[config.mk]
export PLATFORM = sky130hd
export DESIGN_NAME = qdrBurst2Ctrl
export DESIGN_NICKNAME = d
export VERILOG_FILES = /design/src/rtl/qdrPkg.sv /design/src/rtl/qdrTagFifo.sv /design/src/rtl/qdrCtrl.sv /design/src/rtl/qdrDatapath.sv /design/src/rtl/qdrBurst2Ctrl.sv
export SDC_FILE = /design/constraint.sdc
export NUM_CORES = 1
export LEC_CHECK = 0
export BUFFER_PORTS_ARGS = -buffer_cell sky130_fd_sc_hd__buf_2
export CORE_MARGIN = 5
export CORE_UTILIZATION = 56
export DETAILED_ROUTE_END_ITERATION = 10
export GPL_TIMING_DRIVEN = 0
export PLACE_DENSITY = 0.82
export RECOVER_POWER = 50
export SLEW_MARGIN = 20
export SYNTH_ARGS = -nofsm -noshare
export SYNTH_HDL_FRONTEND = slang
export SYNTH_SLANG_ARGS = --single-unit
[constraint.sdc]
create_clock -name clk2x -period 6.2 [get_ports clk2x]
set_clock_uncertainty 0.15 [all_clocks]
set_input_delay 1.24 -clock clk2x [delete_from_list [all_inputs] [get_ports clk2x]]
set_output_delay 1.24 -clock clk2x [all_outputs]
set_load 0.01 [all_outputs]
[src/rtl/qdrPkg.sv]
package qdrPkg;

  // strobes from the control to the datapath, valid for the current clk2x cycle
  typedef struct packed {
    logic issueRd;   // read accepted; K-high slot follows
    logic issueWr;   // write accepted; K-high slot follows with beat 0
    logic wrBeat1;   // K-high write slot in progress; K-low slot follows with beat 1
    logic capBeat0;  // first read beat is on memRdData now
    logic capBeat1;  // second read beat is on memRdData now
  } qdrStrobe_t;

endpackage

[src/rtl/qdrTagFifo.sv]
module qdrTagFifo #(
  parameter int W     = 20,
  parameter int DEPTH = 2
) (
  input  logic         clk,
  input  logic         rstN,
  input  logic         push,
  input  logic [W-1:0] din,
  input  logic         pop,
  output logic [W-1:0] head,
  output logic         full,
  output logic         empty
);
  localparam int PW = (DEPTH > 1) ? $clog2(DEPTH) : 1;
  localparam int CW = $clog2(DEPTH + 1);

  logic [W-1:0]  store [DEPTH];
  logic [PW-1:0] wrPtr, rdPtr;
  logic [CW-1:0] count;

  assign head  = store[rdPtr];
  assign full  = (count == CW'(DEPTH));
  assign empty = (count == '0);

  always_ff @(posedge clk) begin
    if (!rstN) begin
      wrPtr <= '0;
      rdPtr <= '0;
      count <= '0;
    end else begin
      if (push) begin
        store[wrPtr] <= din;
        wrPtr        <= (wrPtr == PW'(DEPTH - 1)) ? '0 : wrPtr + 1'b1;
      end
      if (pop) begin
        rdPtr <= (rdPtr == PW'(DEPTH - 1)) ? '0 : rdPtr + 1'b1;
      end
      case ({push, pop})
        2'b10:   count <= count + 1'b1;
        2'b01:   count <= count - 1'b1;
        default: count <= count;
      endcase
    end
  end

  AST_TAG_NO_OVERFLOW: assert property (@(posedge clk) disable iff (!rstN)
    push |-> (!full || pop)) else $error("tag queue overflow");
  AST_TAG_NO_UNDERFLOW: assert property (@(posedge clk) disable iff (!rstN)
    pop |-> !empty) else $error("read beat with no outstanding tag");

endmodule

[src/rtl/qdrCtrl.sv]
module qdrCtrl
  import qdrPkg::*;
#(
  parameter int RD_LAT2X = 3
) (
  input  logic       clk,
  input  logic       rstN,
  input  logic       rdReqValid,
  input  logic       wrReqValid,
  input  logic       tagFull,
  output logic       rdReqReady,
  output logic       wrReqReady,
  output logic       memK,
  output logic       memRdSelN,
  output logic       memWrSelN,
  output qdrStrobe_t strb
);
  localparam int PIPE_W = RD_LAT2X + 2;

  logic              kPhase;
  logic              wrPend;
  logic [PIPE_W-1:0] rdPipe;

  // requests are taken only on the edge that opens a K-high slot
  assign rdReqReady = !kPhase && !tagFull;
  assign wrReqReady = !kPhase;
  assign memK       = kPhase;

  always_comb begin
    strb          = '0;
    strb.issueRd  = rdReqValid && rdReqReady;
    strb.issueWr  = wrReqValid && wrReqReady;
    strb.wrBeat1  = kPhase && wrPend;
    strb.capBeat0 = rdPipe[RD_LAT2X];
    strb.capBeat1 = rdPipe[RD_LAT2X+1];
  end

  always_ff @(posedge clk) begin
    if (!rstN) begin
      kPhase    <= 1'b0;
      memRdSelN <= 1'b1;
      memWrSelN <= 1'b1;
      wrPend    <= 1'b0;
      rdPipe    <= '0;
    end else begin
      kPhase    <= !kPhase;
      memRdSelN <= !strb.issueRd;
      memWrSelN <= !strb.issueWr;
      wrPend    <= strb.issueWr;
      rdPipe    <= {rdPipe[PIPE_W-2:0], strb.issueRd};
    end
  end

  AST_K_TOGGLES: assert property (@(posedge clk) disable iff (!rstN)
    memK |=> !memK) else $error("K phase stuck high");
  AST_SEL_ONLY_KHIGH: assert property (@(posedge clk) disable iff (!rstN)
    !memK |-> (memRdSelN && memWrSelN)) else $error("select low in K-low slot");
  AST_WR_ONE_SLOT: assert property (@(posedge clk) disable iff (!rstN)
    !memWrSelN |=> (memWrSelN && !memK)) else $error("write select held past its slot");
  AST_READY_KLOW: assert property (@(posedge clk) disable iff (!rstN)
    (rdReqReady || wrReqReady) |=> memK) else $error("request taken off the K-high boundary");

endmodule

[src/rtl/qdrDatapath.sv]
module qdrDatapath
  import qdrPkg::*;
#(
  parameter int AW        = 20,
  parameter int DW        = 16,
  parameter int TAG_DEPTH = 2
) (
  input  logic            clk,
  input  logic            rstN,
  input  qdrStrobe_t      strb,
  input  logic [AW-1:0]   rdReqAddr,
  input  logic [AW-1:0]   wrReqAddr,
  input  logic [DW-1:0]   wrReqData0,
  input  logic [DW-1:0]   wrReqData1,
  input  logic [DW/8-1:0] wrReqBe0,
  input  logic [DW/8-1:0] wrReqBe1,
  input  logic [DW-1:0]   memRdData,
  output logic [AW-1:0]   memAddr,
  output logic [DW-1:0]   memWrData,
  output logic [DW/8-1:0] memByteSelN,
  output logic            rdRspValid,
  output logic [DW-1:0]   rdRspData,
  output logic [AW-1:0]   rdRspAddr,
  output logic            tagFull
);
  localparam int BW = DW / 8;

  logic [AW-1:0] wrAddrQ;
  logic [DW-1:0] wrData1Q;
  logic [BW-1:0] wrBe1Q;
  logic [AW-1:0] tagHead;
  logic          tagEmpty;
  logic          rspSecond;

  // write beat 1 and its address wait one clk2x cycle for the K-low slot
  always_ff @(posedge clk) begin
    if (!rstN) begin
      wrAddrQ  <= '0;
      wrData1Q <= '0;
      wrBe1Q   <= '0;
    end else if (strb.issueWr) begin
      wrAddrQ  <= wrReqAddr;
      wrData1Q <= wrReqData1;
      wrBe1Q   <= wrReqBe1;
    end
  end

  // shared address bus: read in K-high slot, write in K-low slot, else hold
  always_ff @(posedge clk) begin
    if (!rstN) begin
      memAddr   <= '0;
      memWrData <= '0;
    end else begin
      if (strb.issueRd)      memAddr <= rdReqAddr;
      else if (strb.wrBeat1) memAddr <= wrAddrQ;
      if (strb.issueWr)      memWrData <= wrReqData0;
      else if (strb.wrBeat1) memWrData <= wrData1Q;
    end
  end

  for (genvar g = 0; g < BW; g++) begin : gLane
    always_ff @(posedge clk) begin
      if (!rstN)             memByteSelN[g] <= 1'b1;
      else if (strb.issueWr) memByteSelN[g] <= !wrReqBe0[g];
      else if (strb.wrBeat1) memByteSelN[g] <= !wrBe1Q[g];
      else                   memByteSelN[g] <= 1'b1;
    end
  end

  qdrTagFifo #(.W(AW), .DEPTH(TAG_DEPTH)) i_tagFifo (
    .clk   (clk),
    .rstN  (rstN),
    .push  (strb.issueRd),
    .din   (rdReqAddr),
    .pop   (strb.capBeat1),
    .head  (tagHead),
    .full  (tagFull),
    .empty (tagEmpty)
  );

  always_ff @(posedge clk) begin
    if (!rstN) begin
      rdRspValid <= 1'b0;
      rdRspData  <= '0;
      rdRspAddr  <= '0;
      rspSecond  <= 1'b0;
    end else begin
      rdRspValid <= strb.capBeat0 || strb.capBeat1;
      rspSecond  <= strb.capBeat1;
      if (strb.capBeat0 || strb.capBeat1) begin
        rdRspData <= memRdData;
        rdRspAddr <= strb.capBeat1 ? tagHead + 1'b1 : tagHead;
      end
    end
  end

  AST_RSP_PAIR: assert property (@(posedge clk) disable iff (!rstN)
    (rdRspValid && !rspSecond) |=> (rdRspValid && rspSecond)) else $error("lone read beat");
  AST_RSP_ADDR_STEP: assert property (@(posedge clk) disable iff (!rstN)
    (rdRspValid && !rspSecond) |=> (rdRspAddr == $past(rdRspAddr) + 1'b1)) else $error("beat address step");
  AST_IDLE_ADDR_STABLE: assert property (@(posedge clk) disable iff (!rstN)
    (!strb.issueRd && !strb.wrBeat1) |=> $stable(memAddr)) else $error("address moved while idle");

endmodule

[src/rtl/qdrBurst2Ctrl.sv]
module qdrBurst2Ctrl
  import qdrPkg::*;
#(
  parameter int AW        = 20,
  parameter int DW        = 16,
  parameter int TAG_DEPTH = 2,
  parameter int RD_LAT2X  = 3
) (
  input  logic            clk2x,
  input  logic            rstN,
  input  logic            rdReqValid,
  output logic            rdReqReady,
  input  logic [AW-1:0]   rdReqAddr,
  input  logic            wrReqValid,
  output logic            wrReqReady,
  input  logic [AW-1:0]   wrReqAddr,
  input  logic [DW-1:0]   wrReqData0,
  input  logic [DW-1:0]   wrReqData1,
  input  logic [DW/8-1:0] wrReqBe0,
  input  logic [DW/8-1:0] wrReqBe1,
  output logic            rdRspValid,
  output logic [DW-1:0]   rdRspData,
  output logic [AW-1:0]   rdRspAddr,
  output logic            memK,
  output logic [AW-1:0]   memAddr,
  output logic            memRdSelN,
  output logic            memWrSelN,
  output logic [DW/8-1:0] memByteSelN,
  output logic [DW-1:0]   memWrData,
  input  logic [DW-1:0]   memRdData
);
  qdrStrobe_t strb;
  logic       tagFull;

  qdrCtrl #(.RD_LAT2X(RD_LAT2X)) i_ctrl (
    .clk        (clk2x),
    .rstN       (rstN),
    .rdReqValid (rdReqValid),
    .wrReqValid (wrReqValid),
    .tagFull    (tagFull),
    .rdReqReady (rdReqReady),
    .wrReqReady (wrReqReady),
    .memK       (memK),
    .memRdSelN  (memRdSelN),
    .memWrSelN  (memWrSelN),
    .strb       (strb)
  );

  qdrDatapath #(.AW(AW), .DW(DW), .TAG_DEPTH(TAG_DEPTH)) i_datapath (
    .clk         (clk2x),
    .rstN        (rstN),
    .strb        (strb),
    .rdReqAddr   (rdReqAddr),
    .wrReqAddr   (wrReqAddr),
    .wrReqData0  (wrReqData0),
    .wrReqData1  (wrReqData1),
    .wrReqBe0    (wrReqBe0),
    .wrReqBe1    (wrReqBe1),
    .memRdData   (memRdData),
    .memAddr     (memAddr),
    .memWrData   (memWrData),
    .memByteSelN (memByteSelN),
    .rdRspValid  (rdRspValid),
    .rdRspData   (rdRspData),
    .rdRspAddr   (rdRspAddr),
    .tagFull     (tagFull)
  );

  AST_RESET_DESELECT: assert property (@(posedge clk2x)
    !rstN |=> (memRdSelN && memWrSelN && !rdRspValid && !memK)) else $error("not deselected after reset");

endmodule

### After elaboration in Yosys (flattened, before gate mapping)

Memories as Yosys holds them, arrays and structs flattened. A register that Yosys moved wholly into a read port is not among the register bits.
Cells that the tools add are included.

* equal/unequal tests: 3
* add/sub/neg operators: 5
* multiplexer cells: 17
* reduce and logical (&&, ||, !) cells: 16

Operator list (count)
* $mux W20: 3
* $mux W16: 2
* $add A20 B1 Y20 const B: 1
* $mux W1: 11
* $logic_not A1 Y1: 8
* $reduce_bool A2 Y1: 3
* $eq A2 B2 Y1 const B: 2
* $logic_and A1 B1 Y1: 4
* $pmux W2 S2: 1
* $add A1 B1 Y1 const B: 2
* $add A2 B1 Y2 const B: 1
* $eq A2 B1 Y1 const B: 1
* $sub A2 B1 Y2 const B: 1
* $logic_or A1 B1 Y1: 1

* output and inout port bits: 80
* register bits: 126
* memories kept: 1
* RAM bits: 40
* input bits: 96

Memory list
* i_datapath.i_tagFifo.store: words 2, width 20, read ports 1, clocked after Yosys merged registers in 1, wr ports 1, line qdrTagFifo.sv:17 `logic [W-1:0] store [DEPTH];`

### Depth between registers and ports, before layout

Gate-level depths: netlist of the first run.

* word-level depth: 7
* depth in mapped cells: 12

### By module

Synthesis of the first run repeated with hierarchy kept, for this count alone.

* cell total of the unflattened synthesis: 653
* area, all modules: 6855.3 sq um

By module, submodules not included
* qdrDatapath: times used 1, seq. area each 2262.2 sq um, cells each 543, area an instance 4903.5 sq um
* qdrTagFifo: times used 1, seq. area each 1301.2 sq um, cells each 85, area an instance 1657.8 sq um
* qdrCtrl: times used 1, seq. area each 180.2 sq um, cells each 25, area an instance 294.0 sq um

### Worst setup path after synthesis of the first run

OpenSTA, ideal clock, no wires.

* path kind: input -> register
* start point: input port rstN
* end point: memory i_datapath.i_tagFifo.store[0][0] (enable)
* buffers on the path: 1
* path slack: 3.210 ns
* library setup time: 0.397 ns
* data arrival time: 2.444 ns
* stages: 3
* data required time: 5.653 ns
* path through: clkbuf_1 -> nand2_1 -> nor2_1

* longest elaborated chain between the ends: 2

Ends and longest elaborated chain
* start: declaration: line qdrBurst2Ctrl.sv:10 `input logic rstN,`
* $mux W1: line qdrTagFifo.sv:26 `if (!rstN) begin`
* $mux W1 (implied by the code): line qdrTagFifo.sv:32 `store[wrPtr] <= din;`
* end: declaration: line qdrTagFifo.sv:17

No other way between the ends.

==> results.json, run 1 <==
{
  "vdd_drop_max_v": 0.000260,
  "maxSlewViolCount": 0,
  "start_util": 0.571,
  "synthAdderAreaFrac": 0.00386,
  "clock_sinks": 167,
  "r2r_setup_slack_ps": 2830,
  "cts_root_buf": "clkbuf_16",
  "fin_setup_tns_ps": 0,
  "synth_edf_count": 40,
  "status": "complete, no violations",
  "worst_pin_slew_ps": 929,
  "yosysUniqueCellTypes": 53,
  "async_flop_share": 0,
  "leakage_nw": 2.92,
  "path_max_fanout": 10,
  "synth_top_family_by_area": "simple AND/OR/NAND/NOR gates",
  "grt_pass1_vias": 5694,
  "n_antenna_cell": 0,
  "vias_per_cell": 5.56,
  "syn_nets": 761,
  "die_width_um": 118,
  "cts-htree-levels": 4,
  "die_y_um": 118,
  "rsz0062_at_grt": "false",
  "firstDrtPassIters": 6,
  "grt_pass1_wl_um": 28700,
  "synth_area_per_cell_um2": 9.79,
  "final_cell_mix": "nand2_1 (157), clkbuf_1 (128), dfxtp_1 (127), buf_2 (83), nor2_1 (53)",
  "antenna_found_initial": 0,
  "swShare": 0.239,
  "cts_buffers": 17,
  "multiInputGateArea_um2": 2520,
  "cts_tree": "built",
  "drt-initial-drc-count": 454,
  "synth-seq-cells": 167,
  "worstHoldStart": "i_ctrl.rdPipe[0]",
  "gr-total-overflow": 0,
  "post-route-util": 0.703,
  "holdWs_ps": 287,
  "finalCritPeriodShare": 0.544,
  "post_cts_buffers": 0,
  "cts_resized": 0,
  "areaGrowthSynthToFinish_pct": 23.2,
  "setup_violations": 0,
  "r2r_end": "i_datapath.rdRspAddr[18]",
  "clockBufferDepth": 2,
  "worst_ep_required_time_ps": 6400,
  "ant_nets": 0,
  "power_frac_seq": 0.498,
  "max_freq_mhz": 296,
  "hold_path_depth": 1,
  "fin_nets": 955,
  "core_area_um2": 11400,
  "syn_area_um2": 6490,
  "synth_cells": 663,
  "yosys.area_share.simple": 0.176,
  "dieArea_um2": 13800,
  "drc": 0,
  "cts_hold_buffers": 0,
  "worstHoldEndpoint": "i_ctrl.rdPipe[1]",
  "route.vias.total": 5631,
  "reg2reg_depth": 12,
  "grt_start_max_net_pins": 21,
  "seqCellArea_um2": 3740,
  "power.density_nw_per_um2": 301,
  "min_period_ps": 3370,
  "synth_compound_area_frac": 0.164,
  "endpoint_kind": "flop",
  "power_frac_comb": 0.085,
  "slew_headroom": 0.381,
  "p_int_w": 0.00183,
  "yosys_most_used_dff": "dfxtp_1",
  "hpwl_um": 13300,
  "setup.worst_path.start_class": "flop",
  "gp_congestion": 0.882,
  "crit_type": "reg -> reg",
  "min_path_type": "reg -> reg",
  "maxCapViolations": 0,
  "wl_per_cell_um": 17.4,
  "synthXorXnorAreaFrac": 0.0122,
  "ys_seq_area_frac": 0.577,
  "drive_gt1_frac": 0.153,
  "critPathArrivalTime_ps": 3570,
  "synth_warnings": 0,
  "hold_viol_final": 0,
  "clock_latency_ps": 420,
  "rows": 39,
  "muxShareOfSynthArea": 0.0324,
  "routed_wl_um": 17600,
  "num-fill-cells": 922,
  "layout_commonest_cell": "nand2_1",
  "pwr-share-clk": 0.417,
  "p_sw_w": 0.000575,
  "ios": 176,
  "path_clk_slew_ps": 60,
  "grt_util_all_layers": 0.255,
  "portBuffers": 174
}
==> synth_stat cells, types with 2 or more instances <==
cell type | n | area (µm²)
a211oi_1 | 3 | 22.5
a21oi_1 | 47 | 235
a22o_1 | 23 | 201
a22oi_1 | 2 | 15.0
a311oi_1 | 36 | 315
a31oi_1 | 3 | 18.8
a32oi_1 | 3 | 26.3
and2_1 | 8 | 50.1
and3_1 | 3 | 18.8
buf_1 | 7 | 26.3
buf_2 | 2 | 10.0
buf_4 | 2 | 15.0
clkbuf_1 | 34 | 128
dfxtp_1 | 127 | 2540
edfxtp_1 | 40 | 1200
ha_1 | 2 | 25.0
inv_1 | 10 | 37.5
mux2_2 | 5 | 56.3
mux2i_1 | 14 | 140
nand2_1 | 157 | 589
nand3_1 | 16 | 80.1
nand3_2 | 2 | 20.0
nand3b_1 | 3 | 22.5
nand4_1 | 2 | 12.5
nand4b_1 | 2 | 17.5
nor2_1 | 53 | 199
nor2b_1 | 2 | 12.5
nor3_1 | 2 | 10.0
nor4_1 | 2 | 12.5
o21ai_0 | 14 | 70.1
o31ai_1 | 5 | 37.5
or3_1 | 2 | 12.5
or4_1 | 3 | 22.5
xnor2_1 | 7 | 61.3
xor2_1 | 2 | 17.5
==> stage by stage <==
stage / std cells / instance area [µm²] / setup WS (ps) / total power [W]
after floorplan: 663 / 6490 / 3210 / 0.00133
after global placement: 980 / 7540 / 2550 / 0.00142
after global routing: 1013 / 8000 / 2560 / 0.00249
after CTS: 1013 / 8110 / 2840 / 0.00242
after detailed placement: 981 / 7550 / 2870 / 0.00143
final: 1013 / 8000 / 2830 / 0.00241
==> area by class of cell <==
cell class / instances / area share
buffer: 46 / 0.0238
clock buffer: 18 / 0.0537
clock inverter: 14 / 0.0167
inverter: 10 / 0.00469
multi-input combinational: 440 / 0.315
sequential: 167 / 0.468
tap: 143 / 0.0224
timing repair buffer: 175 / 0.0958
==> worst max path at each step <==
stage | startpoint | end | slack (ps) | depth (start not counted)
after floorplan | rstN | i_datapath.i_tagFifo.store[0][0] | 3210 | 3
after global placement | rstN | i_datapath.i_tagFifo.store[0][2] | 2550 | 3
after detailed placement | flop | i_datapath.rdRspAddr[18] | 2870 | 12
after CTS | flop | i_datapath.rdRspAddr[18] | 2840 | 12
after global routing | flop | i_datapath.rdRspAddr[18] | 2560 | 12
final | flop | i_datapath.rdRspAddr[18] | 2830 | 12
==> power groups by stage <==
stage	registers, W	clock network [W]	logic [W]
2_1_floorplan	0.00123	0	0.000103
4_1_cts	0.00120	0.00101	0.000214
5_1_grt	0.00120	0.00106	0.000228
3_3_place_gp	0.00122	0	0.000204
3_5_place_dp	0.00122	0	0.000212
6_report	0.00120	0.00100	0.000206
==> flip-flops by register name, indices dropped and copies added, names as in the netlist, 2 cells and up, named ones only <==
signal	cells
i_ctrl.rdPipe	5
i_datapath.wrAddrQ	20
i_datapath.memWrData	16
i_datapath.memAddr	20
i_datapath.wrData1Q	16
i_datapath.rdRspAddr	20
i_datapath.memByteSelN	2
i_datapath.wrBe1Q	2
i_datapath.rdRspData	16
i_datapath.i_tagFifo.count	2
i_datapath.i_tagFifo.store	40
==> worst max-delay path, cell delays in order (launching register included) <==
cell and delay [ps]:
dfxtp_1 430, buf_4 220, buf_6 160, buf_4 210, buf_2 280, mux2i_1 160
inv_1 80, ha_1 180, nand2_1 110, nor4_4 530, nand2_4 140, or4_1 500
a21oi_1 130
==> cell families (layout without fill, tap and decap cells) <==
family                     count (synthesis)  after routing
AOI/OAI and AO/OA                        148            148
adders and majority gates                  2              2
and+or+nand+nor                          261            261
DFF                                      167            167
buffers and inverters                     56            263
muxes                                     20             20
xor gates and xnor gates                   9              9
==> routing by layer <==
layer | track usage | routed length, µm | vias to the layer above
met3 | 0.0654 | 1180 | 39
li1 | - | - | 2752
met1 | 0.305 | 7270 | 2616
met4 | 0.0961 | 442 | 0
met5 | 0 | 0 | -
met2 | 0.442 | 8720 | 224
Note: power is estimated with default switching activity, not from simulation.
==> inputs of run 2 (changes only) <==
ABC_AREA = 1   (was unset)
CORE_UTILIZATION = 47   (was 56)
PLACE_DENSITY = 0.74   (was 0.82)
clock period = 2.7 ns   (was 6.2 ns; I/O delays follow)
==> run 2 against run 1 <==
  * Area after synthesis increased by 0.25%
  * Via count is 0.94% lower
  * Die area up 18%
  * Clock power rose by 140%
  * Flip-flop and latch count unchanged
  * Critical path depth fell by 6
  * Hold slack worse by 160 ps
  * Count of clock-buffer cells in the layout did not move
  * Sequential share of layout area is 0.46 points lower
  * Utilization fell by 11 points
  * Power rose by 130%
  * Critical endpoint is now i_datapath.i_tagFifo.store[0][5]
  * Largest power group unchanged
==> results.json, run 2 <==
{
  "yosys_most_used_dff": "dfxtp_1",
  "cts_resized": 0,
  "finalCritPeriodShare": 0.862,
  "regMostFlops": "i_datapath.i_tagFifo.store",
  "path_delay_family": "buffers and inverters",
  "grt_start_max_net_pins": 17,
  "max_freq_mhz": 430,
  "synth.most_common_cell": "nand2_1",
  "wl_met1_um": 7280,
  "synth_top_family_by_area": "simple AND/OR/NAND/NOR gates",
  "reg2reg_depth": 8,
  "cts_hold_buffers": 0,
  "synthAdderAreaFrac": 0.00385,
  "crit_type": "in -> reg",
  "cp_cell_sequence": "clkbuf_1 -> inv_1 -> buf_2 -> clkbuf_1 -> nor2_2 -> buf_8",
  "synth_edf_count": 40,
  "ys_seq_area_frac": 0.576,
  "cts_root_buf": "clkbuf_16",
  "die_y_um": 128,
  "final_cell_mix": "nand2_1 (247), dfxtp_1 (127), clkbuf_1 (123), buf_2 (85)",
  "synthXorXnorAreaFrac": 0.00539,
  "maxCapViolations": 0,
  "critPathBufInv": 5,
  "hpwl_um": 12700,
  "routed-wl-met3_um": 1210,
  "post-route-util": 0.589,
  "route.vias.total": 5578,
  "synth.top_cell.area_share": 0.391,
  "worst_pin_slew_ps": 549,
  "dieArea_um2": 16300,
  "portBuffers": 174,
  "hold_viol_final": 0,
  "core_area_um2": 13700,
  "synth_area_leader_cell": "dfxtp_1",
  "routed_wl_um": 16800,
  "cts-htree-levels": 4,
  "syn_area_um2": 6500,
  "largest_reg_flops": 40,
  "cp_slowest_cell": "nor2_2",
  "yosysUniqueCellTypes": 34,
  "leakage_nw": 3.35,
  "num-fill-cells": 1291,
  "drt-initial-drc-count": 417,
  "endpoint_kind": "flop",
  "grt_util_all_layers": 0.209,
  "critPathArrivalTime_ps": 2310,
  "min_period_ps": 2330,
  "clock_sinks": 167,
  "slew_headroom": 0.634,
  "clockBufferDepth": 2,
  "cts_buffers": 17,
  "route.met2.wl_um": 7800,
  "post_cts_buffers": 0,
  "firstDrtPassIters": 5,
  "vias_per_cell": 4.94,
  "status": "complete, no violations",
  "synth_common_cells": "nand2_1 (247), dfxtp_1 (127), inv_1 (48), o21ai_0 (48), edfxtp_1 (40)",
  "path_max_fanout": 14,
  "synth-seq-cells": 167,
  "die_width_um": 128,
  "cp_slowest_stage_delay_ps": 440,
  "synth_cells": 740,
  "cp.depth": 6,
  "drc": 0,
  "cts_tree": "built",
  "path_clk_slew_ps": 60,
  "muxShareOfSynthArea": 0.00154,
  "rsz0062_at_grt": "false",
  "areaGrowthSynthToFinish_pct": 24.2,
  "start_util": 0.474,
  "antenna_found_initial": 0,
  "power.density_nw_per_um2": 688,
  "worst_ep_required_time_ps": 2680,
  "total_power_w": 0.00556,
  "ios": 176,
  "setup_slack_ps": 373,
  "synth_area_leaders": "dfxtp_1 (39%), edfxtp_1 (18%), nand2_1 (14%), a22o_1 (5.3%), o21ai_0 (3.7%)",
  "synth_compound_area_frac": 0.144,
  "hold_path_depth": 2,
  "async_flop_share": 0,
  "setup.worst_path.start_class": "input port",
  "crit_top_cell": "clkbuf_1",
  "yosys.area_share.simple": 0.208,
  "fin_nets": 1033,
  "synth_warnings": 0,
  "setup_violations": 0,
  "syn_nets": 838,
  "min_path_type": "in -> reg",
  "maxSlewViolCount": 0,
  "drive_gt1_frac": 0.159,
  "vdd_drop_max_v": 0.000441,
  "synth_area_per_cell_um2": 8.79,
  "grt_pass1_vias": 5384,
  "highest_layer": "met4",
  "grt_pass1_wl_um": 26900,
  "rows": 43,
  "gp_congestion": 0.819,
  "clock_latency_ps": 420,
  "wl_per_cell_um": 14.8,
  "ant_nets": 0,
  "layout_commonest_cell": "nand2_1",
  "dp_slack_ps": 144,
  "gr-total-overflow": 0
}
==> run 2: cell types whose count changed after synthesis, sizes merged, moves of 17 or more <==
cell    previous run  this run
o21ai             15        54
inv               10        53
clkbuf            34        17
nand2            158       258
a31oi              3        38
a21oi             48         9
a311oi            36         0
==> run 2: layout make-up <==
| type | count | area [µm²] | share of cell area |
|---|---|---|---|
| well taps | 180 | 225 | 0.0279 |
| diodes | 1 | 2.50 | 0.000310 |
| repair buffers | 176 | 777 | 0.0962 |
| clock buffers | 18 | 429 | 0.0531 |
| plain buffers | 38 | 193 | 0.0239 |
| flip-flops and latches | 167 | 3740 | 0.464 |
| inverters | 53 | 199 | 0.0246 |
| clock inverters | 14 | 146 | 0.0181 |
| multi-input cells | 482 | 2360 | 0.292 |
==> run 2: final timing paths <==
kind,startpoint,end,slack (ps)
hold reg to reg,i_ctrl.rdPipe[1],i_ctrl.rdPipe[2],260
hold / removal,wrReqBe0[1],i_datapath.memByteSelN[1],130
setup reg to reg,i_datapath.i_tagFifo.count[0],i_datapath.i_tagFifo.store[0][5],420
setup / recovery,rstN,i_datapath.i_tagFifo.store[0][5],370
==> run 2: per-layer routing <==
metal,global-route usage,vias to the layer above
li1,-,2869
met1,0.267,2505
met2,0.331,169
met3,0.0635,35
met4,0.0849,0
met5,0,-
==> run 2: logic make-up (layout without fill, tap and decap cells) <==
family,count (synthesis),count (layout)
AND/OR/NAND/NOR,330,330
XOR/XNOR,4,4
buffers and inverters,91,299
other,0,1
multiplexers,1,1
flip-flops,167,167
adder cells (fa/ha/maj),2,2
AO/OA/AOI/OAI,145,145
==> run 2: where the power goes <==
part	total, W	switching [W]	internal (W)	leakage, nW
Sequential	0.00272	0.0000515	0.00267	1.40
Combinational	0.000452	0.000288	0.000164	1.67
Clock	0.00238	0.00101	0.00137	0.284
==> run 2: metrics by stage <==
step	std cells	hold slack [ps]	area, µm²	setup TNS (ps)
floorplan	740	240	6500	0
detailed placement	1096	251	7630	0
global placement	1094	244	7600	-22070
finish	1129	129	8080	0
global route	1128	117	8070	0
CTS	1128	116	8210	0
==> run 2: worst register-to-register path, cell delays in order, from the launching register on <==
cell and delay [ps]:
dfxtp_1 350, inv_1 70, a21oi_1 200, nand2_1 200, inv_1 130, buf_2 210
nand2_1 100, nor2_2 350, buf_8 220
==> inputs of run 3 (changes only) <==
ABC_AREA = 0   (was 1)
==> run 3 against run 2 <==
  * Register-to-register slack got worse by 260 ps
  * Final cell count decreased by 7.3%
  * Critical endpoint is now i_datapath.rdRspAddr[6]
  * Hold slack improved by 12 ps
  * Setup slack got worse by 220 ps
  * Count of clock-buffer cells in the layout increased by 4
  * Via count decreased by 0.41%
  * Die area decreased by 0.24%
  * Critical path depth increased by 4
  * Flip-flop and latch count unchanged
  * Clock power about the same
  * Sequential power about the same
  * Combinational power increased by 3%
==> results.json, run 3 (synthesis results as in run 1) <==
{
  "worst_ep_required_time_ps": 2810,
  "n_antenna_cell": 0,
  "fin_setup_tns_ps": 0,
  "areaGrowthSynthToFinish_pct": 24.7,
  "die_y_um": 127,
  "cp_slowest_stage_delay_ps": 390,
  "start_util": 0.473,
  "largest_reg_flops": 40,
  "cts_root_buf": "clkbuf_16",
  "core_area_um2": 13700,
  "cts-htree-levels": 4,
  "hpwl_um": 12800,
  "antenna_found_initial": 0,
  "crit_type": "reg -> reg",
  "seqCellArea_um2": 3750,
  "die_width_um": 127,
  "regMostFlops": "i_datapath.i_tagFifo.store",
  "postLayoutCellArea_um2": 8090,
  "slew_headroom": 0.395,
  "power.density_nw_per_um2": 694,
  "wl_per_cell_um": 16.5,
  "vdd_drop_max_v": 0.000479,
  "leakage_nw": 2.92,
  "maxSlewViolCount": 0,
  "fin_nets": 953,
  "ant_nets": 0,
  "crit_end": "i_datapath.rdRspAddr[6]",
  "cp_slowest_cell": "dfxtp_4",
  "grt_util_all_layers": 0.213,
  "clock_sinks": 167,
  "path_delay_family": "buffers and inverters",
  "drt-initial-drc-count": 565,
  "grt_pass1_wl_um": 27200,
  "cts_tree": "built",
  "clock_latency_ps": 420,
  "setup.worst_path.start_class": "flop",
  "endpoint_kind": "flop",
  "clockBufferDepth": 2,
  "place_inst": 1018,
  "gr-total-overflow": 0,
  "min_period_ps": 2540,
  "path_max_fanout": 28,
  "holdWs_ps": 141,
  "finalCritPeriodShare": 0.943,
  "hold_path_depth": 2,
  "setup_violations": 0,
  "reg2reg_depth": 10,
  "critPathBufInv": 3,
  "rsz0062_at_grt": "false",
  "path_clk_slew_ps": 60,
  "r2r_setup_slack_ps": 160,
  "critPathArrivalTime_ps": 2660,
  "min_path_type": "in -> reg",
  "worst_pin_slew_ps": 908,
  "num-fill-cells": 1266,
  "grt_pass1_vias": 5278,
  "final_cell_mix": "nand2_1 (157), clkbuf_1 (133), dfxtp_1 (126), buf_2 (76), nor2_1 (52)",
  "drc": 0,
  "vias_per_cell": 5.31,
  "cp.depth": 10,
  "firstDrtPassIters": 5,
  "dieArea_um2": 16300,
  "layout_commonest_cell": "nand2_1",
  "maxCapViolations": 0,
  "place_area_um2": 7600,
  "route.vias.total": 5555,
  "cp_cell_sequence": "buf_6 -> buf_12 -> mux2_2 -> ha_1 -> nand2_1 -> nor4_4 -> buf_4 -> a221o_2 -> nand3_1 -> a21oi_1",
  "post-route-util": 0.590,
  "status": "complete, no violations",
  "ios": 176,
  "layout.cells.non_filler": 1047,
  "routed_wl_um": 17300,
  "hold_viol_final": 0,
  "portBuffers": 174,
  "cts_buffers": 17,
  "rows": 43,
  "max_freq_mhz": 393,
  "gp_congestion": 0.839,
  "grt_start_max_net_pins": 21,
  "drive_gt1_frac": 0.152,
  "cts_hold_buffers": 0,
  "multiInputGateArea_um2": 2530,
  "r2r_end": "i_datapath.rdRspAddr[6]"
}
==> run 3: changes by cell type in the layout (fill, tap and decap cells not counted), moves of 10 or more <==
cell,previous run,this run
inv_1,48,10
a21oi_1,9,46
clkbuf_1,123,133
a311oi_1,0,36
nor2_1,34,52
o21ai_0,48,14
a31oi_1,38,3
mux2i_1,1,13
a22o_1,39,23
nand2_1,247,157
nand2_2,11,0
==> run 3: where the power goes <==
| part | total (W) | switching [W] | internal [W] |
|---|---|---|---|
| logic | 0.000466 | 0.000289 | 0.000176 |
| clock network | 0.00240 | 0.000970 | 0.00143 |
| registers | 0.00275 | 0.0000697 | 0.00268 |
==> run 3: what timing repair did <==
item                                    4_1_cts  5_1_grt
endpoints found under the setup margin        7        6
pin swaps                                     1        2
gates resized for setup                       4        4
buffers inserted                              1        0
==> run 3: worst reg2reg max path: stages (launching register included) <==
cell	delay (ps)
dfxtp_4	390
buf_6	160
buf_12	200
mux2_2	380
ha_1	230
nand2_1	130
nor4_4	60
buf_4	190
a221o_2	340
nand3_1	100
a21oi_1	80
==> run 3: stage by stage <==
stage          setup WS (ps)  power [W]
2_1_floorplan           56.0    0.00305
3_3_place_gp            -305    0.00328
3_5_place_dp            -325    0.00329
4_1_cts                 18.3    0.00567
5_1_grt                 37.6    0.00583
6_report                 155    0.00562
==> run 3: area by class of cell <==
class                           count  share of cell area
Sequential cell                   167               0.463
Multi-Input combinational cell    440               0.313
Timing Repair Buffer              176              0.0946
Clock buffer                       22              0.0628
Tap cell                          180              0.0278
Buffer                             43              0.0230
Clock inverter                      9              0.0107
Inverter                           10             0.00464
==> run 3: worst min path at each step <==
stage,startpoint,endpoint,slack [ps]
3_3_place_gp,i_ctrl.rdPipe[2],i_ctrl.rdPipe[3],260
3_5_place_dp,i_ctrl.rdPipe[1],i_ctrl.rdPipe[2],270
2_1_floorplan,i_ctrl.rdPipe[0],i_ctrl.rdPipe[1],260
4_1_cts,wrReqBe0[1],i_datapath.memByteSelN[1],130
5_1_grt,wrReqBe0[1],i_datapath.memByteSelN[1],130
6_report,wrReqBe0[1],i_datapath.memByteSelN[1],140
==> run 3: layer usage <==
metal | vias up | part of all wire | global-route usage
met5 | - | 0 | 0
met3 | 33 | 0.077 | 0.0598
met2 | 240 | 0.47 | 0.347
li1 | 2740 | - | -
met1 | 2542 | 0.42 | 0.267
met4 | 0 | 0.026 | 0.0871
